===== src/rtl/gpio_irq_pkg.sv =====
package gpio_irq_pkg;
  localparam int unsigned ADDR_W = 3;

  typedef enum logic [1:0] {
    TRIG_RISE = 2'b00,
    TRIG_FALL = 2'b01,
    TRIG_HIGH = 2'b10,
    TRIG_LOW  = 2'b11
  } trig_e;

  typedef enum logic [ADDR_W-1:0] {
    REG_OE      = 3'd0,
    REG_IE      = 3'd1,
    REG_TRIG_LO = 3'd2,
    REG_TRIG_HI = 3'd3,
    REG_DOUT    = 3'd4,
    REG_DIN     = 3'd5,
    REG_PEND    = 3'd6,
    REG_NONE    = 3'd7
  } reg_addr_e;

  function automatic logic trig_hit(logic [1:0] sel, logic cur, logic old);
    case (trig_e'(sel))
      TRIG_RISE: trig_hit = cur & ~old;
      TRIG_FALL: trig_hit = ~cur & old;
      TRIG_HIGH: trig_hit = cur;
      default:   trig_hit = ~cur;
    endcase
  endfunction
endpackage


===== src/rtl/gpio_sync.sv =====
module gpio_sync #(
  parameter int unsigned WIDTH  = 32,
  parameter int unsigned STAGES = 2
) (
  input  logic             clk_i,
  input  logic             rst_ni,
  input  logic [WIDTH-1:0] d_i,
  output logic [WIDTH-1:0] q_o
);
  logic [WIDTH-1:0] stage_q [STAGES];

  always_ff @(posedge clk_i or negedge rst_ni) begin
    if (!rst_ni) begin
      for (int s = 0; s < STAGES; s++) stage_q[s] <= '0;
    end else begin
      stage_q[0] <= d_i;
      for (int s = 1; s < STAGES; s++) stage_q[s] <= stage_q[s-1];
    end
  end

  assign q_o = stage_q[STAGES-1];
endmodule


===== src/rtl/gpio_regs.sv =====
module gpio_regs
  import gpio_irq_pkg::*;
#(
  parameter int unsigned NPINS = 32
) (
  input  logic                 clk_i,
  input  logic                 rst_ni,
  input  logic                 wr_en_i,
  input  logic [ADDR_W-1:0]    addr_i,
  input  logic [NPINS-1:0]     wdata_i,
  input  logic [NPINS-1:0]     din_i,
  input  logic [NPINS-1:0]     pend_i,
  output logic [NPINS-1:0]     oe_o,
  output logic [NPINS-1:0]     ie_o,
  output logic [2*NPINS-1:0]   trig_o,
  output logic [NPINS-1:0]     dout_o,
  output logic [NPINS-1:0]     clr_o,
  output logic [NPINS-1:0]     rdata_o
);
  logic [NPINS-1:0] oe_q, ie_q, dout_q, trig_lo_q, trig_hi_q;

  always_ff @(posedge clk_i or negedge rst_ni) begin
    if (!rst_ni) begin
      oe_q      <= '0;
      ie_q      <= '0;
      dout_q    <= '0;
      trig_lo_q <= '0;
      trig_hi_q <= '0;
    end else if (wr_en_i) begin
      case (addr_i)
        REG_OE:      oe_q      <= wdata_i;
        REG_IE:      ie_q      <= wdata_i;
        REG_TRIG_LO: trig_lo_q <= wdata_i;
        REG_TRIG_HI: trig_hi_q <= wdata_i;
        REG_DOUT:    dout_q    <= wdata_i;
        default:     ;
      endcase
    end
  end

  assign clr_o = (wr_en_i && addr_i == REG_PEND) ? wdata_i : '0;

  always_comb begin
    case (addr_i)
      REG_OE:      rdata_o = oe_q;
      REG_IE:      rdata_o = ie_q;
      REG_TRIG_LO: rdata_o = trig_lo_q;
      REG_TRIG_HI: rdata_o = trig_hi_q;
      REG_DOUT:    rdata_o = dout_q;
      REG_DIN:     rdata_o = din_i;
      REG_PEND:    rdata_o = pend_i;
      default:     rdata_o = '0;
    endcase
  end

  assign oe_o   = oe_q;
  assign ie_o   = ie_q;
  assign dout_o = dout_q;
  assign trig_o = {trig_hi_q, trig_lo_q};
endmodule


===== src/rtl/gpio_irq_unit.sv =====
module gpio_irq_unit
  import gpio_irq_pkg::*;
#(
  parameter int unsigned NPINS = 32
) (
  input  logic                 clk_i,
  input  logic                 rst_ni,
  input  logic [NPINS-1:0]     sync_i,
  input  logic [NPINS-1:0]     oe_i,
  input  logic [NPINS-1:0]     ie_i,
  input  logic [2*NPINS-1:0]   trig_i,
  input  logic [NPINS-1:0]     clr_i,
  output logic [NPINS-1:0]     pend_o,
  output logic                 irq_o
);
  logic [NPINS-1:0] prev_q, pend_q, hit, irq_mode;

  assign irq_mode = ie_i & ~oe_i;

  for (genvar p = 0; p < NPINS; p++) begin : g_pin
    assign hit[p] = trig_hit(trig_i[2*p +: 2], sync_i[p], prev_q[p]);
  end

  // set wins over clear so a held level keeps its bit
  always_ff @(posedge clk_i or negedge rst_ni) begin
    if (!rst_ni) begin
      prev_q <= '0;
      pend_q <= '0;
    end else begin
      prev_q <= sync_i;
      pend_q <= (pend_q & ~clr_i) | (hit & irq_mode);
    end
  end

  assign pend_o = pend_q;
  assign irq_o  = |(pend_q & irq_mode);
endmodule


===== src/rtl/gpio_irq_ctrl.sv =====
module gpio_irq_ctrl
  import gpio_irq_pkg::*;
#(
  parameter int unsigned NPINS       = 32,
  parameter int unsigned SYNC_STAGES = 2
) (
  input  logic              clk_i,
  input  logic              rst_ni,
  input  logic              wr_en_i,
  input  logic [2:0]        addr_i,
  input  logic [31:0]       wdata_i,
  output logic [31:0]       rdata_o,
  input  logic [31:0]       gpio_i,
  output logic [31:0]       gpio_o,
  output logic [31:0]       gpio_oe_o,
  output logic              irq_o
);
  logic [NPINS-1:0]   oe_q, ie_q, dout_q, sync_q, pend_q, pend_clr;
  logic [2*NPINS-1:0] trig_q;

  gpio_sync #(.WIDTH(NPINS), .STAGES(SYNC_STAGES)) u_sync (
    .clk_i (clk_i),
    .rst_ni(rst_ni),
    .d_i   (gpio_i),
    .q_o   (sync_q)
  );

  gpio_regs #(.NPINS(NPINS)) u_regs (
    .clk_i  (clk_i),
    .rst_ni (rst_ni),
    .wr_en_i(wr_en_i),
    .addr_i (addr_i),
    .wdata_i(wdata_i),
    .din_i  (sync_q),
    .pend_i (pend_q),
    .oe_o   (oe_q),
    .ie_o   (ie_q),
    .trig_o (trig_q),
    .dout_o (dout_q),
    .clr_o  (pend_clr),
    .rdata_o(rdata_o)
  );

  gpio_irq_unit #(.NPINS(NPINS)) u_irq (
    .clk_i (clk_i),
    .rst_ni(rst_ni),
    .sync_i(sync_q),
    .oe_i  (oe_q),
    .ie_i  (ie_q),
    .trig_i(trig_q),
    .clr_i (pend_clr),
    .pend_o(pend_q),
    .irq_o (irq_o)
  );

  assign gpio_o    = dout_q;
  assign gpio_oe_o = oe_q;
endmodule


===== config.mk =====
export PLATFORM = sky130hd
export DESIGN_NAME = gpio_irq_ctrl
export DESIGN_NICKNAME = d
export VERILOG_FILES = /design/src/rtl/gpio_irq_pkg.sv /design/src/rtl/gpio_sync.sv /design/src/rtl/gpio_regs.sv /design/src/rtl/gpio_irq_unit.sv /design/src/rtl/gpio_irq_ctrl.sv
export SDC_FILE = /design/constraint.sdc
export NUM_CORES = 1
export LEC_CHECK = 0
export ABC_AREA = 1
export CORE_AREA = 2 2 161 163
export CTS_CLUSTER_SIZE = 25
export DETAILED_ROUTE_END_ITERATION = 10
export DIE_AREA = 0 0 163 165
export GPL_TIMING_DRIVEN = 0
export PLACE_DENSITY = 0.73
export SYNTH_ARGS = -nofsm -noshare
export SYNTH_HDL_FRONTEND = slang
export SYNTH_SLANG_ARGS = --single-unit

===== constraint.sdc =====
create_clock -name clk_i -period 1.92 [get_ports clk_i]
set_input_delay 0.48 -clock clk_i [delete_from_list [all_inputs] [get_ports clk_i]]
set_output_delay 0.48 -clock clk_i [all_outputs]
set_load 0.01 [all_outputs]

# After elaboration in Yosys (flattened, before gate mapping)
# Index checks and enable logic that the tools add are counted.
# op_classes
eq_ne	70
bitwise	135
n_reduce_logical	40
muxes	34
# ops
cell	n
32-bit case mux with 7 select lines	1
32-bit bitwise AND	4
1-bit case mux with 3 select lines	32
1-bit bitwise AND	64
2-bit by 1-bit == test with 1-bit output (second input constant)	32
2-bit == test (second input constant)	32
2-bit zero test	32
1-bit NOT	64
32-bit NOT	2
32-bit two-way mux	1
32-bit OR	1
32-bit OR reduction	1
2-bit AND reduction	5
3-bit == test (second input constant)	3
3-bit by 2-bit == test with 1-bit output (second input constant)	2
3-bit by 1-bit == test with 1-bit output (second input constant)	1
3-bit zero test	1
1-bit logical AND	1
# totals
word_cells	288
in_bits	70
ff_bits	288
out_inout_bits	97

# Logic depth before layout (Yosys ltp)
# logic_depth
depth_word	6
depth_mapped	8
ltp_nobuf	7

# Cells and area by module
# From an unflattened synthesis, not the netlist that was laid out.
# hier_totals
cells_unflattened	1640
hier_area_um2	13386.6
# modules_own_cells
mod	cells_each	area_per_inst_um2	instances	seq_area_each_um2
gpio_regs	1097	8240.4	1	4003.8
gpio_irq_unit	447	3304.4	1	1601.5
gpio_sync	96	1841.8	1	1601.5

# Worst setup path after synthesis
# Ideal clock, no wire load.
# synth_path
kind	input to output
start	input addr_i[0]
end	output rdata_o[0]
path_stages	8
path_buffers	2
slack_ps	62
arrival_time_ps	1378
required_time_ps	1440
path_cell_list	buf_4 inv_2 nor2_2 nand2_1 buf_1 nor2_1 nor2_1 nand2_1
# synth_via
elab_chain_cells	2
elab_cells_between_ends	8
cone_classes	6 x eq/ne; 1 x mux; 1 x reduce/logical
# synth_lines
element	line_no	text
start: declaration	gpio_irq_ctrl.sv:10	input logic [2:0] addr_i,
3-bit == test (tied with other cells)	gpio_regs.sv:44	case (addr_i)
32-bit case mux with 7 select lines *	gpio_regs.sv:44	
end: declaration	gpio_irq_ctrl.sv:12	output logic [31:0] rdata_o,
# Mark *: on every way between the ends. The rest lies on a longest branch, timed or not.

# Worst setup path in the final report
# layout_path
start	input addr_i[2]
end	output rdata_o[15]
# Same word-level chain as after synthesis.

==> results.sh <==
export IMPL_status="complete, but fails checks"
export IMPL_violations="setup timing"
export IMPL_crit_slowest_cell="clkbuf_8"
export IMPL_grtUsageTotal=0.312
export IMPL_cts_tree="done"
export IMPL_yosys_area_top_type_share=0.584
export IMPL_slew_violations=0
export IMPL_ir_drop_v=0.000746
export IMPL_final_net_count=1843
export IMPL_core_mm2=0.0250
export IMPL_cts_clk_slew_worst_paths_ns=0.06
export IMPL_yosysMostFrequentCell="nand2_1"
export IMPL_rsz0062_at_grt="yes"
export IMPL_drcViolationCount=0
export IMPL_drive_gt1_frac=0.192
export IMPL_n_fill_cell=1979
export IMPL_seq_area_frac_synth=0.584
export IMPL_viasPerCell=5.65
export IMPL_synth_area_leaders="dfrtp_1, nand2_1, o21ai_0"
export IMPL_postLayoutCoreUtil=0.675
export IMPL_ys_top_cells_by_count="nand2_1, dfrtp_1, o21ai_0"
export IMPL_clock_path_buffers=3
export IMPL_max_slew_margin=0.503
export IMPL_clock_latency_ns=0.58
export IMPL_crit_path_max_incr_delay_ns=0.28
export IMPL_multi_input_area_mm2=0.00472
export IMPL_worst_pin_slew_ns=0.739
export IMPL_numCtsBuffers=31
export IMPL_ant_nets=0
export IMPL_syn_inst=1483
export IMPL_yosysWarnings=0
export IMPL_finalWirelength_um=42400
export IMPL_grt_max_degree=125
export IMPL_grt_pass1_vias=11534
export IMPL_cp_required_ns=1.44
export IMPL_hold_violations=0
export IMPL_cp_arrival_ns=1.77
export IMPL_p_leak_nw=8.42
export IMPL_dp_hpwl_um=27000
export IMPL_setup_slack_ns=-0.328
export IMPL_fin_skew_ns=0.00869
export IMPL_async_flop_share=1.00
export IMPL_fin_cells=2128
export IMPL_vias=12015
export IMPL_layout_min_cycle_time_ns=2.25
export IMPL_post_drt_wl_per_cell_um=19.9
export IMPL_synthesis_area_mm2=0.0124
export IMPL_die_width_um=163
export IMPL_ys_ff_latch=288
export IMPL_synth_edf_count=0
export IMPL_regArea_mm2=0.00721
export IMPL_antenna_found_initial=0
export IMPL_root_buffer="clkbuf_16"
export IMPL_cp_max_fo=8
export IMPL_fp_row_count=58
export IMPL_synth_main_ff_cell="dfrtp_1"
export IMPL_die_h_um=165
export IMPL_synth_area_leader_cell="dfrtp_1"
export IMPL_powerDensity_mw_per_mm2=1070
export IMPL_initial_core_util=0.493
export IMPL_clock_sinks=288
export IMPL_setup_violations=33
export IMPL_grt_pass1_wl_um=63500
export IMPL_numPlacedInstances=1978
export IMPL_h_tree_depth=1
export IMPL_area_delta_synth_final_pct=36.8
export IMPL_avgSynthCellArea_um2=8.33
export IMPL_syn_nets=1553
export IMPL_start_kind="input port"
export IMPL_post_route_period_util=1.17
export IMPL_n_antenna_cell=0
export IMPL_worstSetupPathType="input port to output port"
export IMPL_drt_iter0_markers=1508
export IMPL_die_area_mm2=0.0269
export IMPL_postLayoutCellArea_mm2=0.0169
export IMPL_grt_ovfl_total=0
export IMPL_placed_area_mm2=0.0145
export IMPL_maxCapViolCount=0
export IMPL_hp_class="input port to register"
export IMPL_path_cells="buf_8 > inv_8 > buf_16 > nand3_4 > clkbuf_8 > o21ai_2 > nor2_1 > nand2_1 > buf_2"
export IMPL_max_freq_ghz=0.445
export IMPL_drt_first_pass_iters=6
export IMPL_gp_congestion=0.933
export IMPL_ios=167
export IMPL_synth_cell_types=23
export IMPL_portBuffers=163
export IMPL_endpoint_kind="output port"
==> power breakdown <==
group          switching, mW  internal (mW)  leakage, nW
registers              0.836           7.06         3.46
clock network           2.49           3.63        0.516
logic                   2.36           1.74         4.44
total                   5.68           12.4         8.42
==> routing by layer <==
layer  track usage  share of wire  up-vias
met5             0              0        -
met3        0.0683           0.11      138
met1         0.418           0.38     5807
met2         0.493           0.46      759
met4         0.137          0.044        0
li1              -              -     5311
==> area by class of cell <==
class / instances / area share
Clock buffer: 46 / 0.0528
Buffer: 57 / 0.0295
Multi-Input combinational cell: 974 / 0.280
Sequential cell: 288 / 0.427
Inverter: 163 / 0.0367
Clock inverter: 12 / 0.00926
Tap cell: 330 / 0.0244
Timing Repair Buffer: 258 / 0.141
==> final timing paths <==
check | from | to | slack [ns] | depth (start not counted)
setup / recovery | addr_i[2] | rdata_o[15] | -0.33 | 9
hold reg to reg | u_sync.stage_q[43]$_DFF_PN0_ | u_sync.q_o[11]$_DFF_PN0_ | 0.34 | 0
hold / removal | gpio_i[14] | u_sync.stage_q[46]$_DFF_PN0_ | 0.34 | 1
min in group asynchronous | rst_ni | u_regs.ie_o[20]$_DFFE_PN0P_ | 0.41 | 2
max in group asynchronous | rst_ni | u_sync.stage_q[35]$_DFF_PN0_ | 0.58 | 3
setup reg to reg | u_sync.q_o[16]$_DFF_PN0_ | u_irq.pend_o[16]$_DFF_PN0_ | 0.53 | 3
==> per-stage QoR <==
stage / setup TNS, ns / worst slack [ns] / power (mW) / hold WS, ns
2_1_floorplan: 0 / 0.0615 / 9.66 / 0.184
3_3_place_gp: -3515.61 / -11.89 / 11.4 / 0.332
3_5_place_dp: -99.14 / -1.45 / 11.5 / 0.335
4_1_cts: -8.31 / -0.356 / 17.8 / 0.325
5_1_grt: -9.76 / -0.389 / 18.9 / 0.328
6_report: -8.82 / -0.328 / 18.1 / 0.339
==> cell usage in the layout, fill, tap and decap left out, types with 3 or more instances in the layout <==
| cell type | Yosys | routed |
|---|---|---|
| nand2_1 | 456 | 394 |
| dfrtp_1 | 288 | 287 |
| inv_1 | 160 | 152 |
| o21ai_0 | 173 | 147 |
| nor2_1 | 155 | 139 |
| o21ai_1 | 66 | 73 |
| buf_4 | 2 | 64 |
| clkdlybuf4s50_1 | 0 | 64 |
| dlygate4sd2_1 | 0 | 55 |
| nand2_2 | 1 | 47 |
| buf_2 | 27 | 43 |
| nand3_1 | 49 | 42 |
| clkbuf_16 | 0 | 36 |
| o22ai_1 | 33 | 31 |
| clkbuf_1 | 25 | 31 |
| buf_6 | 1 | 27 |
| nand2_4 | 0 | 16 |
| o21ai_2 | 0 | 16 |
| o31ai_1 | 16 | 16 |
| nand4_1 | 16 | 16 |
| nor2_2 | 1 | 13 |
| buf_8 | 0 | 12 |
| inv_2 | 3 | 10 |
| nand3_2 | 3 | 9 |
| buf_12 | 0 | 8 |
| clkbuf_8 | 0 | 7 |
| clkinv_2 | 0 | 6 |
| buf_16 | 0 | 5 |
| clkbuf_2 | 0 | 5 |
| nor2_4 | 0 | 4 |
| o21ai_4 | 0 | 3 |
| nor3_4 | 2 | 3 |
| bufinv_16 | 0 | 3 |
| clkdlybuf4s15_1 | 0 | 3 |
==> timing repair <==
action / in CTS / in global routing
hold endpoints to repair: 45 / 0
pin swaps: 66 / 60
resized for setup: 370 / 120
endpoints found under the setup margin: 97 / 35
cloned: 6 / 3
hold buffers: 1 / 0
setup buffers: 67 / 19
==> flip-flops by register name, indices dropped and copies added (netlist names) <==
| register | cells |
|---|---|
| u_irq.pend_o | 32 |
| u_irq.prev_q | 32 |
| u_regs.dout_o | 32 |
| u_regs.ie_o | 32 |
| u_regs.oe_o | 32 |
| u_regs.trig_hi_q | 32 |
| u_regs.trig_lo_q | 32 |
| u_sync.q_o | 32 |
| u_sync.stage_q | 32 |
==> cells by family after synthesis <==
| group | Yosys count | share of synthesized area |
|---|---|---|
| AOI/OAI and AO/OA | 288 | 0.123 |
| buffers and inverters | 221 | 0.0711 |
| DFF | 288 | 0.584 |
| and+or+nand+nor | 686 | 0.222 |
==> critical path: cells and delay by family <==
| family | cells | cell delay [ns] |
|---|---|---|
| AO/OA/AOI/OAI | 1 | 0.17 |
| AND/OR/NAND/NOR | 3 | 0.42 |
| buffers and inverters | 5 | 0.70 |
No activity file was read; power rests on OpenSTA's default activity.
